File: src/rtl/stepgen_pkg.sv
package stepgen_pkg;

    typedef enum logic [1:0] {
        ENC_STEPDIR = 2'd0,
        ENC_UPDOWN  = 2'd1,
        ENC_QUAD    = 2'd2,
        ENC_TABLE   = 2'd3
    } enc_mode_e;

    typedef enum logic [1:0] {
        PS_READY,
        PS_SETUP,
        PS_ACTIVE,
        PS_GAP
    } pulse_state_e;

    typedef enum logic [3:0] {
        SEL_RATE   = 4'd0,
        SEL_POS    = 4'd1,
        SEL_MODE   = 4'd2,
        SEL_SETUP  = 4'd3,
        SEL_HOLD   = 4'd4,
        SEL_ACTIVE = 4'd5,
        SEL_IDLE   = 4'd6,
        SEL_TPUSH  = 4'd7,
        SEL_TLEN   = 4'd8
    } cfg_sel_e;

endpackage

File: src/rtl/stepgen_master_dds.sv
module stepgen_master_dds #(
    parameter int W = 32
) (
    input  logic         clk,
    input  logic         rst_n,
    input  logic [W-1:0] rate_i,
    output logic         tick_o
);
    logic [W-1:0] acc_q;
    logic [W-1:0] sum;

    assign {tick_o, sum} = {1'b0, acc_q} + {1'b0, rate_i};

    always_ff @(posedge clk) begin
        if (!rst_n) acc_q <= '0;
        else        acc_q <= sum;
    end
endmodule

File: src/rtl/stepgen_accum.sv
module stepgen_accum #(
    parameter int FULL_W = 16,
    parameter int FRAC_W = 32,
    parameter int RATE_W = 32,
    parameter int RD_W   = 32
) (
    input  logic              clk,
    input  logic              rst_n,
    input  logic              tick_i,
    input  logic [RATE_W-1:0] rate_i,
    input  logic              pos_wr_i,
    input  logic [RD_W-1:0]   pos_data_i,
    output logic [RD_W-1:0]   pos_o,
    output logic              evt_o,
    output logic              evt_dir_o
);
    localparam int ACC_W = FULL_W + FRAC_W;
    localparam int EXT_W = ACC_W - RATE_W;
    localparam int PAD_W = ACC_W - RD_W;

    logic [ACC_W-1:0]  acc_q;
    logic [ACC_W-1:0]  acc_sum;
    logic [FULL_W-1:0] whole;

    assign acc_sum   = acc_q + {{EXT_W{rate_i[RATE_W-1]}}, rate_i};
    assign whole     = acc_q[ACC_W-1 -: FULL_W];
    assign evt_o     = tick_i && !pos_wr_i && (acc_sum[ACC_W-1 -: FULL_W] != whole);
    assign evt_dir_o = rate_i[RATE_W-1];
    assign pos_o     = acc_q[ACC_W-1 -: RD_W];

    always_ff @(posedge clk) begin
        if (!rst_n)        acc_q <= '0;
        else if (pos_wr_i) acc_q <= {pos_data_i, {PAD_W{1'b0}}};
        else if (tick_i)   acc_q <= acc_sum;
    end

    AST_FWD_ONE_STEP: assert property (@(posedge clk) disable iff (!rst_n)
        evt_o && !evt_dir_o |=> (whole - $past(whole)) == FULL_W'(1));
    AST_REV_ONE_STEP: assert property (@(posedge clk) disable iff (!rst_n)
        evt_o && evt_dir_o |=> (whole - $past(whole)) == {FULL_W{1'b1}});
    AST_NO_TICK_HOLD: assert property (@(posedge clk) disable iff (!rst_n)
        !tick_i && !pos_wr_i |=> $stable(acc_q));
endmodule

File: src/rtl/stepgen_pulse_fsm.sv
module stepgen_pulse_fsm
    import stepgen_pkg::*;
#(
    parameter int TW     = 14,
    parameter int PEND_W = 8
) (
    input  logic          clk,
    input  logic          rst_n,
    input  logic          evt_i,
    input  logic          evt_dir_i,
    input  logic [TW-1:0] setup_i,
    input  logic [TW-1:0] hold_i,
    input  logic [TW-1:0] active_i,
    input  logic [TW-1:0] idle_i,
    output logic          step_o,
    output logic          dir_o,
    output logic          fire_o
);
    localparam logic signed [PEND_W-1:0] ONE   = PEND_W'(1);
    localparam logic signed [PEND_W-1:0] P_MAX = {1'b0, {(PEND_W-1){1'b1}}};
    localparam logic signed [PEND_W-1:0] P_MIN = {1'b1, {(PEND_W-1){1'b0}}};

    pulse_state_e             state_q, state_d;
    logic [TW-1:0]            tcnt_q, hold_q;
    logic signed [PEND_W-1:0] pend_q, pend_d;
    logic                     dir_q, flip, want_dir, tdone;

    assign want_dir = pend_q[PEND_W-1];
    assign tdone    = (tcnt_q <= TW'(1));

    // state register
    always_ff @(posedge clk) begin
        if (!rst_n) state_q <= PS_READY;
        else        state_q <= state_d;
    end

    // next state and strobes
    always_comb begin
        state_d = state_q;
        flip    = 1'b0;
        fire_o  = 1'b0;
        unique case (state_q)
            PS_READY: begin
                if (pend_q != '0) begin
                    if (want_dir != dir_q) begin
                        if (hold_q == '0) begin
                            state_d = PS_SETUP;
                            flip    = 1'b1;
                        end
                    end else begin
                        state_d = PS_ACTIVE;
                        fire_o  = 1'b1;
                    end
                end
            end
            PS_SETUP:  if (tdone) state_d = PS_READY;
            PS_ACTIVE: if (tdone) state_d = PS_GAP;
            PS_GAP:    if (tdone) state_d = PS_READY;
            default:   state_d = PS_READY;
        endcase
    end

    always_comb begin
        pend_d = pend_q;
        if (evt_i)  pend_d = evt_dir_i ? pend_d - ONE : pend_d + ONE;
        if (fire_o) pend_d = dir_q ? pend_d + ONE : pend_d - ONE;
    end

    always_ff @(posedge clk) begin
        if (!rst_n) begin
            tcnt_q <= '0;
            hold_q <= '0;
            dir_q  <= 1'b0;
            pend_q <= '0;
        end else begin
            pend_q <= pend_d;
            if (flip) dir_q <= ~dir_q;
            if (state_d != state_q) begin
                unique case (state_d)
                    PS_SETUP:  tcnt_q <= setup_i;
                    PS_ACTIVE: tcnt_q <= active_i;
                    PS_GAP:    tcnt_q <= idle_i;
                    default:   tcnt_q <= '0;
                endcase
            end else if (tcnt_q != '0) begin
                tcnt_q <= tcnt_q - TW'(1);
            end
            if (state_q == PS_ACTIVE && state_d == PS_GAP) hold_q <= hold_i;
            else if (hold_q != '0)                         hold_q <= hold_q - TW'(1);
        end
    end

    assign step_o = (state_q == PS_ACTIVE);
    assign dir_o  = dir_q;

    AST_SETUP_EXIT: assert property (@(posedge clk) disable iff (!rst_n)
        $past(state_q) == PS_SETUP |-> (state_q == PS_SETUP || state_q == PS_READY));
    AST_DIR_HOLD: assert property (@(posedge clk) disable iff (!rst_n)
        !$stable(dir_o) |-> ($past(hold_q) == '0 && !$past(step_o)));
    AST_PEND_LIMIT: assert property (@(posedge clk) disable iff (!rst_n)
        pend_q != P_MAX && pend_q != P_MIN);
    AST_FIRE_WORK: assert property (@(posedge clk) disable iff (!rst_n)
        fire_o |-> pend_q != '0);
endmodule

File: src/rtl/stepgen_encoder.sv
module stepgen_encoder
    import stepgen_pkg::*;
#(
    parameter int OUT_W = 6,
    parameter int TBL_N = 16
) (
    input  logic             clk,
    input  logic             rst_n,
    input  enc_mode_e        mode_i,
    input  logic             step_i,
    input  logic             dir_i,
    input  logic             fire_i,
    input  logic             tbl_push_i,
    input  logic [OUT_W-1:0] tbl_data_i,
    input  logic [$clog2(TBL_N)-1:0] tbl_len_i,
    output logic [OUT_W-1:0] pins_o
);
    localparam int IDX_W = $clog2(TBL_N);

    logic [OUT_W-1:0] tbl_q [TBL_N];
    logic [IDX_W-1:0] idx_q;
    logic [1:0]       phase_q;

    for (genvar i = 0; i < TBL_N; i++) begin : g_tbl
        always_ff @(posedge clk) begin
            if (!rst_n)          tbl_q[i] <= '0;
            else if (tbl_push_i) tbl_q[i] <= (i == 0) ? tbl_data_i : tbl_q[(i == 0) ? 0 : i-1];
        end
    end

    always_ff @(posedge clk) begin
        if (!rst_n) begin
            idx_q   <= '0;
            phase_q <= '0;
        end else if (fire_i) begin
            if (!dir_i) begin
                phase_q <= phase_q + 2'd1;
                idx_q   <= (idx_q >= tbl_len_i) ? '0 : idx_q + IDX_W'(1);
            end else begin
                phase_q <= phase_q - 2'd1;
                idx_q   <= (idx_q == '0 || idx_q > tbl_len_i) ? tbl_len_i : idx_q - IDX_W'(1);
            end
        end
    end

    always_comb begin
        pins_o = '0;
        unique case (mode_i)
            ENC_STEPDIR: begin
                pins_o[0] = step_i;
                pins_o[1] = dir_i;
            end
            ENC_UPDOWN: begin
                pins_o[0] = step_i & ~dir_i;
                pins_o[1] = step_i & dir_i;
            end
            ENC_QUAD: begin
                pins_o[0] = phase_q[1] ^ phase_q[0];
                pins_o[1] = phase_q[1];
            end
            ENC_TABLE: pins_o = tbl_q[idx_q];
            default:   pins_o = '0;
        endcase
    end

    AST_UPDOWN_EXCL: assert property (@(posedge clk) disable iff (!rst_n)
        mode_i == ENC_UPDOWN |-> !(pins_o[0] && pins_o[1]));
    AST_QUAD_GRAY: assert property (@(posedge clk) disable iff (!rst_n)
        (mode_i == ENC_QUAD && $past(mode_i) == ENC_QUAD)
        |-> $countones(pins_o[1:0] ^ $past(pins_o[1:0])) <= 1);
endmodule

File: src/rtl/stepgen_core.sv
module stepgen_core
    import stepgen_pkg::*;
#(
    parameter int FULL_W = 16,
    parameter int FRAC_W = 32,
    parameter int DW     = 32,
    parameter int TW     = 14,
    parameter int PEND_W = 8,
    parameter int OUT_W  = 6,
    parameter int TBL_N  = 16
) (
    input  logic             clk,
    input  logic             rst_n,
    input  logic             cfg_we,
    input  logic [3:0]       cfg_sel,
    input  logic [DW-1:0]    cfg_wdata,
    input  logic [DW-1:0]    master_rate,
    output logic [DW-1:0]    pos_rd,
    output logic [OUT_W-1:0] pins_o
);
    localparam int IDX_W = $clog2(TBL_N);

    logic [DW-1:0]    rate_q;
    enc_mode_e        mode_q;
    logic [TW-1:0]    setup_q, hold_q, act_q, idle_q;
    logic [IDX_W-1:0] tlen_q;
    logic             tick, evt, evt_dir, step, dir, fire;

    function automatic logic hit(input cfg_sel_e s);
        return cfg_we && (cfg_sel == s);
    endfunction

    always_ff @(posedge clk) begin
        if (!rst_n) begin
            rate_q  <= '0;
            mode_q  <= ENC_STEPDIR;
            setup_q <= '0;
            hold_q  <= '0;
            act_q   <= '0;
            idle_q  <= '0;
            tlen_q  <= '1;
        end else begin
            if (hit(SEL_RATE))   rate_q  <= cfg_wdata;
            if (hit(SEL_MODE))   mode_q  <= enc_mode_e'(cfg_wdata[1:0]);
            if (hit(SEL_SETUP))  setup_q <= cfg_wdata[TW-1:0];
            if (hit(SEL_HOLD))   hold_q  <= cfg_wdata[TW-1:0];
            if (hit(SEL_ACTIVE)) act_q   <= cfg_wdata[TW-1:0];
            if (hit(SEL_IDLE))   idle_q  <= cfg_wdata[TW-1:0];
            if (hit(SEL_TLEN))   tlen_q  <= cfg_wdata[IDX_W-1:0];
        end
    end

    stepgen_master_dds #(.W(DW)) u_dds (
        .clk(clk), .rst_n(rst_n), .rate_i(master_rate), .tick_o(tick)
    );

    stepgen_accum #(.FULL_W(FULL_W), .FRAC_W(FRAC_W), .RATE_W(DW), .RD_W(DW)) u_acc (
        .clk(clk), .rst_n(rst_n), .tick_i(tick), .rate_i(rate_q),
        .pos_wr_i(hit(SEL_POS)), .pos_data_i(cfg_wdata), .pos_o(pos_rd),
        .evt_o(evt), .evt_dir_o(evt_dir)
    );

    stepgen_pulse_fsm #(.TW(TW), .PEND_W(PEND_W)) u_fsm (
        .clk(clk), .rst_n(rst_n), .evt_i(evt), .evt_dir_i(evt_dir),
        .setup_i(setup_q), .hold_i(hold_q), .active_i(act_q), .idle_i(idle_q),
        .step_o(step), .dir_o(dir), .fire_o(fire)
    );

    stepgen_encoder #(.OUT_W(OUT_W), .TBL_N(TBL_N)) u_enc (
        .clk(clk), .rst_n(rst_n), .mode_i(mode_q), .step_i(step), .dir_i(dir),
        .fire_i(fire), .tbl_push_i(hit(SEL_TPUSH)), .tbl_data_i(cfg_wdata[OUT_W-1:0]),
        .tbl_len_i(tlen_q), .pins_o(pins_o)
    );

    AST_POS_WRITE: assert property (@(posedge clk) disable iff (!rst_n)
        hit(SEL_POS) |=> pos_rd == $past(cfg_wdata));
endmodule

File: config.mk
export PLATFORM = sky130hd
export DESIGN_NAME = stepgen_core
export DESIGN_NICKNAME = d
export VERILOG_FILES = /design/src/rtl/stepgen_pkg.sv /design/src/rtl/stepgen_master_dds.sv /design/src/rtl/stepgen_accum.sv /design/src/rtl/stepgen_pulse_fsm.sv /design/src/rtl/stepgen_encoder.sv /design/src/rtl/stepgen_core.sv
export SDC_FILE = /design/constraint.sdc
export NUM_CORES = 1
export LEC_CHECK = 0
export BUFFER_PORTS_ARGS = -buffer_cell sky130_fd_sc_hd__buf_4
export CELL_PAD_IN_SITES_DETAIL_PLACEMENT = 1
export CELL_PAD_IN_SITES_GLOBAL_PLACEMENT = 1
export CORE_AREA = 2 2 184 231
export CTS_CLUSTER_SIZE = 28
export DETAILED_ROUTE_END_ITERATION = 6
export DIE_AREA = 0 0 186 233
export PLACE_DENSITY = 0.88
export SLEW_MARGIN = 25
export SYNTH_ARGS = -nofsm -noshare
export SYNTH_HDL_FRONTEND = slang
export SYNTH_SLANG_ARGS = --single-unit
export TNS_END_PERCENT = 1
File: constraint.sdc
create_clock -name clk -period 13 [get_ports clk]
set_clock_uncertainty 0.1 [all_clocks]
set_input_delay 2.6 -clock clk [delete_from_list [all_inputs] [get_ports clk]]
set_output_delay 2.6 -clock clk [all_outputs]
set_load 0.005 [all_outputs]
==> reports/qor.txt <==
crit-path max cell delay = 620 ps
CTS buffer count = 36
H-tree levels = 2
post-synthesis register bit count = 319
DR WL/cell = 21.2 µm
number of distinct library cells after synthesis = 84
Area Growth Syn to Fin = 11.2%
Die Ht = 233 µm
crit-path cells = buf_4 > ha_1 > inv_1 > fa_1 > nor2b_1 > o21ai_0 > a21boi_1 > nor4_1 > o32a_1 > o21a_1 > o31ai_2 > a211oi_4 > buf_4 > nor2b_1 > a21boi_4 > mux2_2 > ha_1 > nand4_1 > or4b_2 > o221a_2 > nand3_1 > o211ai_1 > o21ai_0
CP Class = in2reg
vias in the first global route = 17.2k
fin crit share = 64.9%
met3 usage = 4.70%
Lkg Pwr = 8.90 nW
sequential fraction of the synthesis area = 37.8%
die area = 43,300 µm²
CP Capture Type = register
worst-path fanout max = 93
clock period minus worst slack = 8430 ps
Port-buffer cells = 108
Synth Net Count = 2,307
Top FF cell, synth = dfxtp_1
Vias = 16.3k
share of cells above drive strength 1 = 11.5%
CTS tree = done
GPL Wtd Cong = 0.936
Tightest Hold Check Type = reg2reg
worst rel slew slack = 32.5%
DIE WIDTH = 186 µm
FFs w/ async S/R, synth = 0%
post-route cell area = 21,600 µm²
cell family contributing the most delay on the critical path = compound AO/OA/AOI/OAI gates
Post-CTS Resized = 0
Peak Freq = 119 MHz
Syn Std Cell Area = 19,500 µm²
Util after Layout = 52.7%
DRT antenna net count = 0
hold_buf cts = 0
Overflow after GRT = 0
Synth top area share = 22.9%
drt initial violations = 946
met1 Track Usage GR = 31.3%
Req. time, crit path = 13,370 ps
Remaining DRCs = 0
Rows = 83
CTS root buf = clkbuf_16
Slew Limit Fails = 0
Yosys Warn Count = 0
Max IR drop VDD = 0.000104 V
GRT Total Usage = 26.9%
largest net degree at the start of global routing = 101
Yosys top cell by area = dfxtp_1
Worst-path clk slew = 60 ps
Post-Syn Instances = 2,132
# Max-Cap Violations = 0
status = finished clean
Starting Density = 47.4%
CP max stage cell = or4b_2
Post-synth EDFFs = 96
detailed placement HPWL = 40,300 µm
met2 usage = 48.3%
RSZ-0062 raised after global routing = no
Sink Count = 319
Fill cells = 4,642
total core area = 41,000 µm²
Vias/cell = 6.00
Worst Max-Slew Pin Slew = 999 ps
Max clock buf depth = 3
Worst Setup Start Kind = input port
first-pass GRT wire length = 92,200 µm
wirelength, routed = 57,600 µm
drt first pass iters = 5
TNS Setup = 0 ps
nets = 2,319
Post CTS Setup Buffer Count = 0
ranking of synthesized cells by area = dfxtp_1, edfxtp_1, ha_1
initial antenna violation count = 2
setup violators final = 0
I/O pin count = 109
Pwr Density = 168 nW/µm²
placed instance area = 20,400 µm²
Avg Inst Size Synth = 9.13 µm²
Final Hold Fails = 0
worst path bufs/invs = 3
crit path DAT = 8800 ps
Most Used Layer, Global Route = met2
clk_lat worst skew = 570 ps
total power = 3.65 mW
==> registers in the layout, summed over array words and instances (netlist names), 4 cells and up, named ones only <==
| register | flops |
|---|---|
| act_q | 14 |
| u_dds.acc_q | 32 |
| hold_q | 14 |
| rate_q | 32 |
| u_fsm.tcnt_q | 14 |
| u_enc.tbl_q | 96 |
| tlen_q | 4 |
| u_enc.idx_q | 4 |
| u_fsm.pend_q | 8 |
| u_acc.acc_q | 48 |
| idle_q | 14 |
| u_fsm.hold_q | 14 |
| setup_q | 14 |
==> area by class of cell <==
| type | instances | area (µm²) | area share [%] |
|---|---|---|---|
| Antenna cell | 2 | 5.00 | 0.0231 |
| Clock buffer | 45 | 996 | 4.60 |
| Clock inverter | 18 | 201 | 0.931 |
| Inverter | 40 | 150 | 0.694 |
| Multi-Input combinational cell | 1618 | 11300 | 52.1 |
| Sequential cell | 319 | 7350 | 34.0 |
| Tap cell | 552 | 691 | 3.19 |
| Timing Repair Buffer | 129 | 968 | 4.48 |
==> report_power, final <==
part,switching (mW),total [mW],internal [mW]
Combinational,0.767,1.35,0.586
Clock,0.443,1.05,0.607
Sequential,0.0976,1.24,1.15
==> metrics by stage <==
| stage | setup WS [ps] | std cells | hold slack [ps] |
|---|---|---|---|
| 2_1_floorplan | 2570 | 2132 | 341 |
| 4_1_cts | 4520 | 2721 | 371 |
| 6_report | 4570 | 2723 | 368 |
| 3_3_place_gp | 4310 | 2658 | 352 |
| 3_5_place_dp | 4010 | 2658 | 363 |
| 5_1_grt | 4190 | 2721 | 392 |
==> kinds of logic (layout without fill, tap and decap cells) <==
| group | after synthesis | in the layout | synth area share (%) |
|---|---|---|---|
| simple gates | 784 | 784 | 20.1 |
| compound gates | 512 | 512 | 18.1 |
| flops | 319 | 319 | 37.8 |
| buf+inv | 195 | 232 | 4.50 |
| xor+xnor | 119 | 119 | 5.60 |
| fa+ha+maj | 104 | 104 | 6.84 |
| mux | 99 | 99 | 7.09 |
| other cells | 0 | 2 | 0 |
==> synthesized netlist by cell type, drive strengths merged, types with 4 or more instances <==
cell type	count
a211oi	18
a21boi	67
a21o	46
a21oi	128
a221oi	4
a31oi	14
and2	130
and3	13
and4	7
buf	49
clkbuf	106
dfxtp	223
edfxtp	96
fa	4
ha	100
inv	40
mux2	10
mux2i	59
mux4	30
nand2	269
nand2b	14
nand3	35
nand3b	5
nand4	29
nor2	132
nor2b	53
nor3	38
nor3b	12
nor4	11
o211a	48
o211ai	43
o21a	9
o21ai	79
o21bai	12
o221ai	4
o311ai	4
o31ai	4
or2	9
or3	13
or4	5
xnor2	66
xor2	51
==> worst min-delay path: cells and delay by family (launching register included) <==
kind             cells  cell delay, ps
flip-flops           1             310
AO/OA/AOI/OAI        1              60
AND/OR/NAND/NOR      1              50
==> cell usage in the layout, fill, tap and decap left out, types with 46 or more instances in the layout <==
cell        n
nand2_1   269
edfxtp_1   96
nor2b_1    53
a21boi_0   65
a21o_1     46
o211a_1    48
dfxtp_1   223
ha_1      100
xnor2_1    66
buf_4     129
o21ai_0    75
a21oi_1   128
nor2_1    131
xor2_1     50
mux2i_1    59
and2_1    129
==> path summary, 6_finish.rpt <==
path,from,end,cells past startpoint,slack (ps)
worst max-delay path,master_rate[0],u_fsm.pend_q[5],23,4570
worst min-delay path,setup_q[8],setup_q[8],2,370
worst max register to register,rate_q[31],u_fsm.pend_q[5],19,6330
worst min register to register,setup_q[8],setup_q[8],2,370
==> per-layer routing <==
layer | up-vias | wire length [µm]
met3 | 154 | 2810
met2 | 442 | 29500
met5 | - | 0
met1 | 8118 | 22800
li1 | 7627 | -
met4 | 0 | 2460
(Power assumes the default switching activity.)
